==> config.mk <==
export PLATFORM = sky130hd
export DESIGN_NAME = uart_rx_front
export DESIGN_NICKNAME = d
export VERILOG_FILES = /design/src/rtl/uart_rx_pkg.sv /design/src/rtl/rx_framer.sv /design/src/rtl/rx_fifo.sv /design/src/rtl/uart_rx_front.sv
export SDC_FILE = /design/constraint.sdc
export NUM_CORES = 1
export LEC_CHECK = 0
export ABC_AREA = 0
export BUFFER_PORTS_ARGS = -buffer_cell sky130_fd_sc_hd__buf_2
export CAP_MARGIN = 20
export CORE_MARGIN = 1.5
export CORE_UTILIZATION = 45
export DETAILED_ROUTE_END_ITERATION = 7
export PLACE_DENSITY_LB_ADDON = 0.3
export SYNTH_ARGS = -nofsm -noshare
export SYNTH_HDL_FRONTEND = slang
export SYNTH_SLANG_ARGS = --single-unit
==> constraint.sdc <==
create_clock -name clk_i -period 2.5 [get_ports clk_i]
set_input_delay 0.375 -clock clk_i [delete_from_list [all_inputs] [get_ports clk_i]]
set_output_delay 0.375 -clock clk_i [all_outputs]
set_load 0.005 [all_outputs]
==> src/rtl/uart_rx_pkg.sv <==
package uart_rx_pkg;

    typedef enum logic [1:0] {
        RX_IDLE  = 2'd0,
        RX_START = 2'd1,
        RX_DATA  = 2'd2
    } rx_state_e;

    // One received character with its per-character error flags
    typedef struct packed {
        logic [7:0] data;
        logic       perr;
        logic       ferr;
        logic       brk;
    } rx_char_t;

endpackage

==> src/rtl/rx_framer.sv <==
module rx_framer
    import uart_rx_pkg::*;
#(
    parameter int OVERSAMPLE = 16
) (
    input  logic       clk_i,
    input  logic       rst_ni,
    input  logic       tick_i,
    input  logic       rxd_i,
    input  logic [1:0] word_len_i,
    input  logic       parity_en_i,
    input  logic       parity_even_i,
    output logic       push_o,
    output rx_char_t   char_o
);
    localparam int CNT_W = $clog2(OVERSAMPLE);
    localparam int MID   = OVERSAMPLE / 2;

    typedef struct packed {
        rx_state_e      state;
        logic [CNT_W-1:0] cnt;
        logic [3:0]     idx;
        logic           prev;
        logic [7:0]     data;
        logic           par_acc;
        logic           seen_one;
        logic           push;
        rx_char_t       chr;
    } fr_regs_t;

    fr_regs_t q, d;

    logic [3:0] n_data;
    logic [3:0] last_idx;

    assign n_data   = {2'b00, word_len_i} + 4'd5;
    assign last_idx = n_data + {3'b000, parity_en_i};

    always_comb begin
        d      = q;
        d.push = 1'b0;
        if (tick_i) begin
            d.prev = rxd_i;
            unique case (q.state)
                RX_IDLE: begin
                    if (q.prev && !rxd_i) begin
                        d.state = RX_START;
                        d.cnt   = '0;
                    end
                end
                RX_START: begin
                    if (q.cnt == CNT_W'(MID - 1)) begin
                        if (!rxd_i) begin
                            d.state    = RX_DATA;
                            d.cnt      = '0;
                            d.idx      = '0;
                            d.data     = '0;
                            d.par_acc  = 1'b0;
                            d.seen_one = 1'b0;
                        end else begin
                            d.state = RX_IDLE;
                        end
                    end else begin
                        d.cnt = q.cnt + CNT_W'(1);
                    end
                end
                RX_DATA: begin
                    if (q.cnt == CNT_W'(OVERSAMPLE - 1)) begin
                        d.cnt      = '0;
                        d.idx      = q.idx + 4'd1;
                        d.seen_one = q.seen_one | rxd_i;
                        if (q.idx < n_data) begin
                            d.data[q.idx[2:0]] = rxd_i;
                        end
                        if (q.idx < last_idx) begin
                            d.par_acc = q.par_acc ^ rxd_i;
                        end
                        if (q.idx == last_idx) begin
                            d.state    = RX_IDLE;
                            d.push     = 1'b1;
                            d.chr.data = q.data;
                            d.chr.perr = parity_en_i & (q.par_acc ^ ~parity_even_i);
                            d.chr.ferr = ~rxd_i;
                            d.chr.brk  = ~q.seen_one & ~rxd_i;
                        end
                    end else begin
                        d.cnt = q.cnt + CNT_W'(1);
                    end
                end
                default: d.state = RX_IDLE;
            endcase
        end
    end

    always_ff @(posedge clk_i or negedge rst_ni) begin
        if (!rst_ni) begin
            q       <= '0;
            q.state <= RX_IDLE;
            q.prev  <= 1'b1;
        end else begin
            q <= d;
        end
    end

    assign push_o = q.push;
    assign char_o = q.chr;

    // an idle receiver can only move to start validation, never straight to data
    assert_idle_to_start_R1: assert property (@(posedge clk_i) disable iff (!rst_ni)
        (q.state == RX_IDLE) |=> (q.state != RX_DATA));

    // a strobe follows a sampling tick and lasts one cycle
    assert_push_after_tick_R3: assert property (@(posedge clk_i) disable iff (!rst_ni)
        q.push |-> $past(tick_i));
    assert_push_single_R3: assert property (@(posedge clk_i) disable iff (!rst_ni)
        q.push |=> !q.push);

    // a break is always also a framing error
    assert_break_frames_R6: assert property (@(posedge clk_i) disable iff (!rst_ni)
        (q.push && q.chr.brk) |-> q.chr.ferr);

endmodule

==> src/rtl/rx_fifo.sv <==
module rx_fifo
    import uart_rx_pkg::*;
#(
    parameter int DEPTH = 8
) (
    input  logic     clk_i,
    input  logic     rst_ni,
    input  logic     push_i,
    input  rx_char_t char_i,
    input  logic     pop_i,
    output rx_char_t head_o,
    output logic     ready_o,
    output logic     overrun_o,
    output logic     any_err_o
);
    localparam int PTR_W = (DEPTH > 1) ? $clog2(DEPTH) : 1;
    localparam int CNT_W = $clog2(DEPTH + 1);

    typedef struct packed {
        rx_char_t [DEPTH-1:0] mem;
        logic [PTR_W-1:0]     wr_ptr;
        logic [PTR_W-1:0]     rd_ptr;
        logic [CNT_W-1:0]     count;
        logic [CNT_W-1:0]     err_cnt;
        logic                 ovr;
    } fifo_regs_t;

    fifo_regs_t q, d;

    logic     pop_eff;
    logic     accept;
    logic     in_err;
    logic     head_err;
    rx_char_t head_raw;

    assign head_raw = q.mem[q.rd_ptr];
    assign pop_eff  = pop_i && (q.count != '0);
    assign accept   = push_i && (q.count < CNT_W'(DEPTH));
    assign in_err   = char_i.perr | char_i.ferr | char_i.brk;
    assign head_err = head_raw.perr | head_raw.ferr | head_raw.brk;

    always_comb begin
        d = q;
        if (accept) begin
            d.mem[q.wr_ptr] = char_i;
            d.wr_ptr = (q.wr_ptr == PTR_W'(DEPTH - 1)) ? '0 : q.wr_ptr + PTR_W'(1);
        end
        if (pop_eff) begin
            d.rd_ptr = (q.rd_ptr == PTR_W'(DEPTH - 1)) ? '0 : q.rd_ptr + PTR_W'(1);
        end
        d.count   = q.count + CNT_W'(accept) - CNT_W'(pop_eff);
        d.err_cnt = q.err_cnt + CNT_W'(accept && in_err) - CNT_W'(pop_eff && head_err);
        if (push_i && !accept) begin
            d.ovr = 1'b1;
        end else if (pop_eff) begin
            d.ovr = 1'b0;
        end
    end

    always_ff @(posedge clk_i or negedge rst_ni) begin
        if (!rst_ni) begin
            q <= '0;
        end else begin
            q <= d;
        end
    end

    assign ready_o   = (q.count != '0);
    assign head_o    = ready_o ? head_raw : '0;
    assign overrun_o = q.ovr;
    assign any_err_o = (q.err_cnt != '0);

    // occupancy never passes the depth
    assert_no_overflow_R7: assert property (@(posedge clk_i) disable iff (!rst_ni)
        q.count <= CNT_W'(DEPTH));

    // a strobe arriving at a full queue raises overrun
    assert_overrun_set_R8: assert property (@(posedge clk_i) disable iff (!rst_ni)
        (push_i && q.count == CNT_W'(DEPTH)) |=> overrun_o);

    // nothing is shown while empty
    assert_empty_head_R9: assert property (@(posedge clk_i) disable iff (!rst_ni)
        !ready_o |-> (head_o == '0));

    // errored entries are a subset of held entries
    assert_errcnt_bound_R10: assert property (@(posedge clk_i) disable iff (!rst_ni)
        q.err_cnt <= q.count);

endmodule

==> src/rtl/uart_rx_front.sv <==
module uart_rx_front
    import uart_rx_pkg::*;
#(
    parameter int OVERSAMPLE = 16,
    parameter int FIFO_DEPTH = 8
) (
    input  logic       clk_i,
    input  logic       rst_ni,
    input  logic       tick16_i,
    input  logic       rxd_i,
    input  logic [1:0] word_len_i,
    input  logic       parity_en_i,
    input  logic       parity_even_i,
    input  logic       pop_i,
    output logic       push_o,
    output logic [7:0] push_data_o,
    output logic       data_ready_o,
    output logic [7:0] rd_data_o,
    output logic       err_parity_o,
    output logic       err_frame_o,
    output logic       err_break_o,
    output logic       err_overrun_o,
    output logic       fifo_err_o
);
    logic     push;
    rx_char_t chr;
    rx_char_t head;

    rx_framer #(.OVERSAMPLE(OVERSAMPLE)) i_framer (
        .clk_i         (clk_i),
        .rst_ni        (rst_ni),
        .tick_i        (tick16_i),
        .rxd_i         (rxd_i),
        .word_len_i    (word_len_i),
        .parity_en_i   (parity_en_i),
        .parity_even_i (parity_even_i),
        .push_o        (push),
        .char_o        (chr)
    );

    rx_fifo #(.DEPTH(FIFO_DEPTH)) i_fifo (
        .clk_i     (clk_i),
        .rst_ni    (rst_ni),
        .push_i    (push),
        .char_i    (chr),
        .pop_i     (pop_i),
        .head_o    (head),
        .ready_o   (data_ready_o),
        .overrun_o (err_overrun_o),
        .any_err_o (fifo_err_o)
    );

    assign push_o       = push;
    assign push_data_o  = chr.data;
    assign rd_data_o    = head.data;
    assign err_parity_o = head.perr;
    assign err_frame_o  = head.ferr;
    assign err_break_o  = head.brk;

    // data ready rises only after a strobe
    assert_ready_after_push_R7: assert property (@(posedge clk_i) disable iff (!rst_ni)
        $rose(data_ready_o) |-> $past(push));

endmodule

# == After elaboration in Yosys (flattened, before gate mapping) ==
# Index checks and enable logic that the tools add are counted.
# word_totals
inputBits,9
ff_bits,136
elab_cells,151
# classes
reduce_logical,22
order_cmp,8
n_mux,35
add_sub_neg,10
n_eq_ne,15
bitwise,12
# op_table
op,count
$bwmux W88,1
$mux W12,3
$bmux W11 S3,1
$demux W11 S3,1
$mux W11,3
$mux W22,1
$mux W10,2
$pmux W10 S2,1
$mux W4,4
$mux W8,2
$add A4 B1 Y4,3
$lt A3 B4 Y1 const B,3
$ne A2 B1 Y1 const B,6
$pmux W4 S3,1
$reduce_and A6 Y1,2
$reduce_and A5 Y1,2
$add A4 B1 Y4 const B,2
$bwmux W8,1
$logic_and A1 B1 Y1,8
$lt A4 B4 Y1,2
$mux W2,4
$pmux W4 S2,1
$reduce_and A4 Y1,2
$reduce_bool A4 Y1,2
other kinds (26),44

# == Logic depth before layout (Yosys ltp) ==
# Gate-level depths: netlist of the first run.
# logic_depth
depth_word,9
depth_mapped,12
ltp_nobuf,11

# == Modules after synthesis ==
# A second synthesis of the first run with hierarchy kept.
# hier_totals
hier_cells,514
area_unflattened_um2,6860.3
# modules_own_cells
module,cells_each,seq_area_each_um2,n_inst,area_per_inst_um2
rx_fifo,319,2577.5,1,4864.7
rx_framer,195,827.0,1,1995.7

# == Worst setup path before layout of the first run ==
# No wires, ideal clock.
# synth_timing
path_kind,flip-flop to flip-flop
start,register i_fifo.q[10] in the netlist's numbering
end,register i_fifo.q[3] in the netlist's numbering
stages_incl_launch_ff,11
t_arrival_ns,2.342
synth_period_minus_slack_ns,2.464
slack_ns,0.036
required_time_ns,2.378
path_cell_list,dfrtp_1 -> buf_2 -> buf_2 -> mux4_2 -> mux2i_1 -> a31oi_1 -> ha_1 -> inv_1 -> ha_1 -> fa_1 -> xor2_1
# synth_lines
element,line_no,text
start: declaration,rx_fifo.sv:28,"fifo_regs_t q, d;"
start signal: assignment,rx_fifo.sv:62,q <= '0;
start signal: assignment,rx_fifo.sv:64,q <= d;

==> results.sh, run 1 <==
export IMPL_clock_path_buffers=2
export IMPL_worst_path_dominant_cell_family="adder cells"
export IMPL_antenna_violating_nets_post_route=0
export IMPL_clock_tree_from_tritoncts="built"
export IMPL_cts_num_sinks=136
export IMPL_drt_pre_antenna_iters=4
export IMPL_post_synth_fa_ha_maj_area_fraction=0.0616
export IMPL_finish_instance_area_sq_mm=0.00790
export IMPL_place_area_sq_mm=0.00725
export IMPL_setup_clock_skew_after_layout_ns=0.00547
export IMPL_seq_area_frac_synth=0.496
export IMPL_final_period_minus_worst_setup_slack_ns=2.46
export IMPL_die_w_um=127
export IMPL_peak_per_stage_delay_on_the_critical_path_ns=0.54
export IMPL_layout_cells_most_common="sky130_fd_sc_hd__dfrtp_1"
export IMPL_total_grt_overflow=0
export IMPL_synth_warning_count=0
export IMPL_cp_data_required_time_ns=2.80
export IMPL_crit_arrival_ns=2.76
export IMPL_post_route_fraction_of_the_period_consumed_by_the_critical_path=0.985
export IMPL_clkSlewWorstSetupHoldPaths_ns=0.06
export IMPL_numPlacedInstances=725
export IMPL_asyncSetResetFlopFracSynth=1.00
export IMPL_path_buf_inv=1
export IMPL_grt_start_max_net_pins=56
export IMPL_filler_cells_inserted=1217
export IMPL_finalHoldViolCount=0
export IMPL_worst_setup_path_type="reg -> reg"
export IMPL_slew_headroom=0.516
export IMPL_die_area_sq_mm=0.0160
export IMPL_grt_pass1_vias=4519
export IMPL_globalRouteMet3Util=0.0396
export IMPL_final_net_count=604
export IMPL_grt_antenna_before_repair=0
export IMPL_starting_density=0.467
export IMPL_totalNegativeSetupSlack_ns=0
export IMPL_report_final_setup_viol=0
export IMPL_powerDensity_mw_per_mm2=787
export IMPL_diodes_inserted=0
export IMPL_crit_fanout=6
export IMPL_timing_fmax_mhz=406
export IMPL_setup_worst_path_end_class="flip-flop"
export IMPL_area_growth_syn_to_layout_pct=15.1
export IMPL_drt_total_wl_um=14000
export IMPL_postSynthAreaPerCell_sq_um=13.2
export IMPL_cts_root_buffer="sky130_fd_sc_hd__clkbuf_16"
export IMPL_core_region_area_sq_mm=0.0147
export IMPL_yosys_cell_types_count=53
export IMPL_grt_setup_unrepaired="yes"
export IMPL_critPathSlowestCell="sky130_fd_sc_hd__mux4_2"
export IMPL_timing_critical_path_cells="mux4_2 > mux2i_2 > a31oi_1 > ha_1 > inv_2 > ha_4 > fa_2 > xor2_1"
export IMPL_ioPinCount=32
export IMPL_place_port_buffers=31
export IMPL_number_of_buffers_inserted_during_clock_tree_synthesis=17
export IMPL_placementRows=44
export IMPL_post_drt_via_cell_ratio=5.66
export IMPL_timing_critical_path_from_type="flip-flop"
export IMPL_synthXorXnorAreaFrac=0.00638
export IMPL_y_dimension_of_the_die_um=127
export IMPL_power_leakage_nw=3.94
export IMPL_synth_compound_area_frac=0.0528
export IMPL_dominant_combinational_cell_family_by_area_after_synthesis="multiplexers"
export IMPL_status="finished clean"
export IMPL_dp_hpwl_um=9370
export IMPL_clock_latency_ns=0.42
export IMPL_netlist_instances=521
export IMPL_use_met1=0.258
export IMPL_vias=4299
export IMPL_simple_gate_share_of_the_synthesized_area=0.0681
export IMPL_wl_per_cell_um=18.5
export IMPL_syn_nets=562
export IMPL_mostFrequentLayoutCells="sky130_fd_sc_hd__dfrtp_1, sky130_fd_sc_hd__mux2_2, sky130_fd_sc_hd__buf_2"
export IMPL_cts_max_level=4
export IMPL_detail_route_iter0_violations=286
export IMPL_ys_ff_latch=136
export IMPL_routabilityCongestion=0.799
export IMPL_max_cap_viol_count=0
export IMPL_grt_pass1_wl_um=23600
export IMPL_synth_ff_type="sky130_fd_sc_hd__dfrtp_1"
export IMPL_synth_enable_flop_cells=0
export IMPL_worst_max_slew_pin_slew_ns=0.724
export IMPL_drive_above_1_share=0.410
export IMPL_muxShareOfSynthArea=0.266
export IMPL_syn_area_sq_mm=0.00687
export IMPL_hold_path_class="in -> reg"
export IMPL_global_router_s_overall_resource_usage=0.192
export IMPL_vdd_ir_drop_worst_v=0.000502
export IMPL_remaining_drc_errors=0
export IMPL_grt_busiest_layer="met2"
export IMPL_drv_slew=0
export IMPL_met2_track_demand_over_resource_in_global_routing=0.305
export IMPL_non_filler_instance_count_after_layout=760
where the power goes:
part | total, W | switching (W) | internal [W]
Combinational | 0.00134 | 0.000736 | 0.000607
Clock | 0.00238 | 0.000938 | 0.00144
Sequential | 0.00250 | 0.000162 | 0.00234
layout make-up:
type                       count  area (sq um)  area share
sequential                   136          3410       0.431
clock buffer                  21           470      0.0595
multi-input combinational    318          3170       0.401
inverter                      29           109      0.0138
tap                          184           230      0.0291
clock inverter                11          97.6      0.0123
timing repair buffer          61           418      0.0529
sequential cells by signal, summed over array words and instances (netlist names):
| register | cells |
|---|---|
| i_framer.q | 21 |
| i_framer.push_o | 1 |
| i_framer.char_o | 11 |
| i_fifo.overrun_o | 1 |
| i_fifo.q | 102 |
worst register-to-register path, delay by kind of cell (launching register included):
| kind | cells | cell delay (ns) |
|---|---|---|
| adders and majority gates | 3 | 0.82 |
| muxes | 2 | 0.75 |
| DFF | 1 | 0.47 |
| xor gates and xnor gates | 1 | 0.16 |
| AOI/OAI and AO/OA | 1 | 0.11 |
| buffers and inverters | 1 | 0.04 |
metal layers:
| metal | wire [um] | up-vias |
|---|---|---|
| met4 | 297 | 0 |
| met5 | 0 | - |
| li1 | - | 1956 |
| met3 | 510 | 25 |
| met2 | 6670 | 74 |
| met1 | 6560 | 2244 |
final timing paths:
| check | startpoint | endpoint | slack [ns] | cells after the start |
|---|---|---|---|---|
| max in group asynchronous | rst_ni | i_fifo.q[78]$_DFFE_PN0P_ | 1.37 | 3 |
| min in group asynchronous | rst_ni | i_framer.char_o[1]$_DFFE_PN0P_ | 0.41 | 2 |
| setup / recovery | i_fifo.q[10]$_DFFE_PN0P_ | i_fifo.q[3]$_DFF_PN0_ | 0.04 | 8 |
| setup reg to reg | i_fifo.q[10]$_DFFE_PN0P_ | i_fifo.q[3]$_DFF_PN0_ | 0.04 | 8 |
| hold reg to reg | i_framer.q[12]$_DFFE_PN0P_ | i_framer.char_o[0]$_DFFE_PN0P_ | 0.47 | 1 |
| hold / removal | parity_en_i | i_framer.char_o[2]$_DFFE_PN0P_ | 0.22 | 3 |
cell usage after synthesis, types with 4 or more instances:
cell	number	share of area
sky130_fd_sc_hd__dfrtp_1	135	0.49
sky130_fd_sc_hd__mux2_2	99	0.16
sky130_fd_sc_hd__ha_1	29	0.053
sky130_fd_sc_hd__inv_1	28	0.015
sky130_fd_sc_hd__mux2i_1	22	0.032
sky130_fd_sc_hd__mux4_2	22	0.072
sky130_fd_sc_hd__nand2_1	22	0.012
sky130_fd_sc_hd__nor2_1	21	0.011
sky130_fd_sc_hd__o21ai_0	16	0.012
sky130_fd_sc_hd__buf_2	14	0.010
sky130_fd_sc_hd__buf_4	14	0.015
sky130_fd_sc_hd__nor3_1	9	0.0066
sky130_fd_sc_hd__nand3_1	7	0.0051
sky130_fd_sc_hd__o211ai_1	7	0.0077
sky130_fd_sc_hd__a21oi_1	5	0.0036
sky130_fd_sc_hd__clkbuf_1	5	0.0027
sky130_fd_sc_hd__a21o_1	4	0.0044
sky130_fd_sc_hd__nand3b_1	4	0.0044
sky130_fd_sc_hd__xor2_1	4	0.0051
cells by family (layout without fill, tap and decap cells):
kind of cell | after synthesis | after routing
xor gates and xnor gates | 5 | 5
buffers and inverters | 67 | 122
DFF | 136 | 136
and+or+nand+nor | 87 | 87
muxes | 143 | 143
AOI/OAI and AO/OA | 51 | 51
adders and majority gates | 32 | 32
through the flow:
stage                     hold slack, ns   util  power [W]  worst slack (ns)
final                              0.225  0.538    0.00622            0.0386
after global routing               0.251  0.538    0.00657           -0.0558
after CTS                          0.217  0.537    0.00628            0.0338
after detailed placement           0.311  0.494    0.00382            -0.237
after global placement             0.312  0.494    0.00376           -0.0988
after floorplan                   0.0794      -    0.00347            0.0356
repair_timing:
| item | CTS | global route |
|---|---|---|
| endpoints found under the setup margin | 11 | 4 |
| buffers inserted | 2 | 0 |
| hold buffers | 1 | 0 |
| gates resized for setup | 12 | 5 |
| hold endpoints to repair | 21 | 0 |
| pin swaps | 1 | 3 |
Note: power is estimated with default switching activity, not from simulation.
==> run 2: changes to the inputs <==
REMOVE_ABC_BUFFERS = 1   (was not set)
SLEW_MARGIN = 10   (was not set)
clock period = 2.4 ns   (was 2.5 ns; I/O delays follow)
==> run 2 against run 1 <==
Against the previous run: the flow now finishes with violations (negative setup slack); final cell count rose by 0.66%; critical path depth did not move; global-route usage fell by 0.41 points; via count fell by 1.6%; sequential share of layout area fell by 0.53 points; fmax rose by 1.6%; clock power rose by 14%; worst setup slack got worse by 0.060 ns; design area rose by 1.2%; die area did not move; wire length fell by 1.9%; largest power group is now the clock network; highest routed layer unchanged.
==> results.sh, run 2 (synthesized netlist as in run 1, its figures left out) <==
export IMPL_clock_tree_from_tritoncts="built"
export IMPL_detail_route_iter0_violations=261
export IMPL_crit_arrival_ns=2.72
export IMPL_dp_hpwl_um=9120
export IMPL_drt_total_wl_um=13800
export IMPL_critPathSlowestCell="sky130_fd_sc_hd__mux4_2"
export IMPL_remaining_drc_errors=0
export IMPL_global_router_s_overall_resource_usage=0.188
export IMPL_grt_pass1_vias=4410
export IMPL_wl_per_cell_um=18.0
export IMPL_drt_pre_antenna_iters=4
export IMPL_path_buf_inv=1
export IMPL_y_dimension_of_the_die_um=127
export IMPL_core_region_area_sq_mm=0.0147
export IMPL_grt_pass1_wl_um=23000
export IMPL_total_grt_overflow=0
export IMPL_finish_instance_area_sq_mm=0.00800
export IMPL_final_net_count=609
export IMPL_timing_critical_path_cells="mux4_2 > mux2i_2 > a31oi_1 > ha_1 > inv_2 > ha_4 > fa_2 > xor2_1"
export IMPL_violations="negative setup slack"
export IMPL_holdWs_ns=0.227
export IMPL_routabilityCongestion=0.787
export IMPL_finalHoldViolCount=0
export IMPL_report_final_setup_viol=2
export IMPL_vias=4230
export IMPL_power_leakage_nw=3.99
export IMPL_hold_path_cell_count=3
export IMPL_number_of_buffers_inserted_during_clock_tree_synthesis=17
export IMPL_setup_clock_skew_after_layout_ns=0.00603
export IMPL_slew_headroom=0.663
export IMPL_place_port_buffers=31
export IMPL_post_drt_via_cell_ratio=5.53
export IMPL_cts_max_level=4
export IMPL_starting_density=0.467
export IMPL_area_growth_syn_to_layout_pct=16.5
export IMPL_timing_critical_path_from_type="flip-flop"
export IMPL_powerDensity_mw_per_mm2=846
export IMPL_most_flop_heavy_register="i_fifo.q"
export IMPL_die_w_um=127
export IMPL_filler_cells_inserted=1201
export IMPL_crit_fanout=6
export IMPL_ioPinCount=32
export IMPL_utilization=0.544
export IMPL_max_cap_viol_count=0
export IMPL_worst_max_slew_pin_slew_ns=0.504
export IMPL_cts_num_sinks=136
export IMPL_grt_antenna_before_repair=0
export IMPL_layout_setup_ws_ns=-0.0218
export IMPL_power_total_w=0.00677
export IMPL_grt_setup_unrepaired="yes"
export IMPL_timing_fmax_mhz=413
export IMPL_worst_path_dominant_cell_family="adder cells"
export IMPL_place_area_sq_mm=0.00728
export IMPL_grt_start_max_net_pins=82
export IMPL_diodes_inserted=0
export IMPL_die_area_sq_mm=0.0160
export IMPL_vdd_ir_drop_worst_v=0.000604
export IMPL_clock_latency_ns=0.42
export IMPL_largest_register_ff_count=102
export IMPL_drive_above_1_share=0.418
export IMPL_final_period_minus_worst_setup_slack_ns=2.42
export IMPL_drv_slew=0
export IMPL_peak_per_stage_delay_on_the_critical_path_ns=0.54
export IMPL_clock_path_buffers=2
export IMPL_worst_setup_path_type="reg -> reg"
export IMPL_cp_data_required_time_ns=2.70
export IMPL_clkSlewWorstSetupHoldPaths_ns=0.06
export IMPL_post_route_fraction_of_the_period_consumed_by_the_critical_path=1.01
export IMPL_crit_cells=8
export IMPL_mostFrequentLayoutCells="sky130_fd_sc_hd__dfrtp_1, sky130_fd_sc_hd__mux2_2, sky130_fd_sc_hd__buf_4"
export IMPL_antenna_violating_nets_post_route=0
export IMPL_placementRows=44
export IMPL_status="complete, but fails checks"
export IMPL_layout_cells_most_common="sky130_fd_sc_hd__dfrtp_1"
export IMPL_cts_root_buffer="sky130_fd_sc_hd__clkbuf_16"
export IMPL_rr_worst_depth=8
export IMPL_hold_path_class="in -> reg"
export IMPL_setup_worst_path_end_class="flip-flop"
## run 2: cell types whose count changed in the layout (fill, tap and decap cells not counted), sizes merged
cell      change
clkinvlp      -1
bufinv        +2
buf           +5
inv           -1
## run 2: per-stage QoR
step / setup TNS [ns] / worst slack [ns] / instances
CTS: -0.0139 / -0.0139 / 765
floorplan: -3.09 / -0.666 / 483
finish: -0.0229 / -0.0218 / 765
global route: -0.244 / -0.110 / 765
global placement: -0.262 / -0.150 / 729
detailed placement: -0.901 / -0.204 / 729
## run 2: report_power, final
part | internal, W | leakage (nW) | switching [W]
registers | 0.00244 | 1.86 | 0.000145
clock network | 0.00174 | 0.301 | 0.000982
logic | 0.000667 | 1.83 | 0.000794
total | 0.00484 | 3.99 | 0.00192
## run 2: timing repair
item,CTS,global route
hold buffers,1,0
endpoints found under the setup margin,7,10
endpoints found under the hold margin,19,0
pin swaps,2,3
resized for setup,7,12
setup buffers,4,2
## run 2: tightest hold or removal path: cells and delay by family
kind                   cells  cell delay [ns]
AND/OR/NAND/NOR            2             0.14
buffers and inverters      1             0.11
## run 2: metal layers
| layer | GRT usage | wire length [um] | up-vias |
|---|---|---|---|
| li1 | - | - | 1969 |
| met1 | 0.243 | 6230 | 2189 |
| met2 | 0.312 | 6930 | 56 |
| met3 | 0.0481 | 428 | 16 |
| met4 | 0.0629 | 187 | 0 |
| met5 | 0 | 0 | - |
## run 2: final timing paths
check                      slack [ns]                        from                             end
max                             -0.02    i_fifo.q[10]$_DFFE_PN0P_           i_fifo.q[3]$_DFF_PN0_
max in group asynchronous        1.24                      rst_ni      i_framer.q[22]$_DFFE_PN1P_
max reg2reg                     -0.02    i_fifo.q[10]$_DFFE_PN0P_           i_fifo.q[3]$_DFF_PN0_
min                              0.23                 parity_en_i  i_framer.char_o[2]$_DFFE_PN0P_
min reg2reg                      0.47  i_framer.q[12]$_DFFE_PN0P_  i_framer.char_o[0]$_DFFE_PN0P_
min in group asynchronous        0.37                      rst_ni        i_fifo.q[39]$_DFFE_PN0P_
## run 2: area by class of cell
class                   count  area (sq um)  share of cell area
inverters                  29           109              0.0136
clock inverters            11           145              0.0181
multi-input cells         318          3170               0.397
repair buffers             66           455              0.0569
clock buffers              21           480              0.0600
well taps                 184           230              0.0288
flip-flops and latches    136          3410               0.426
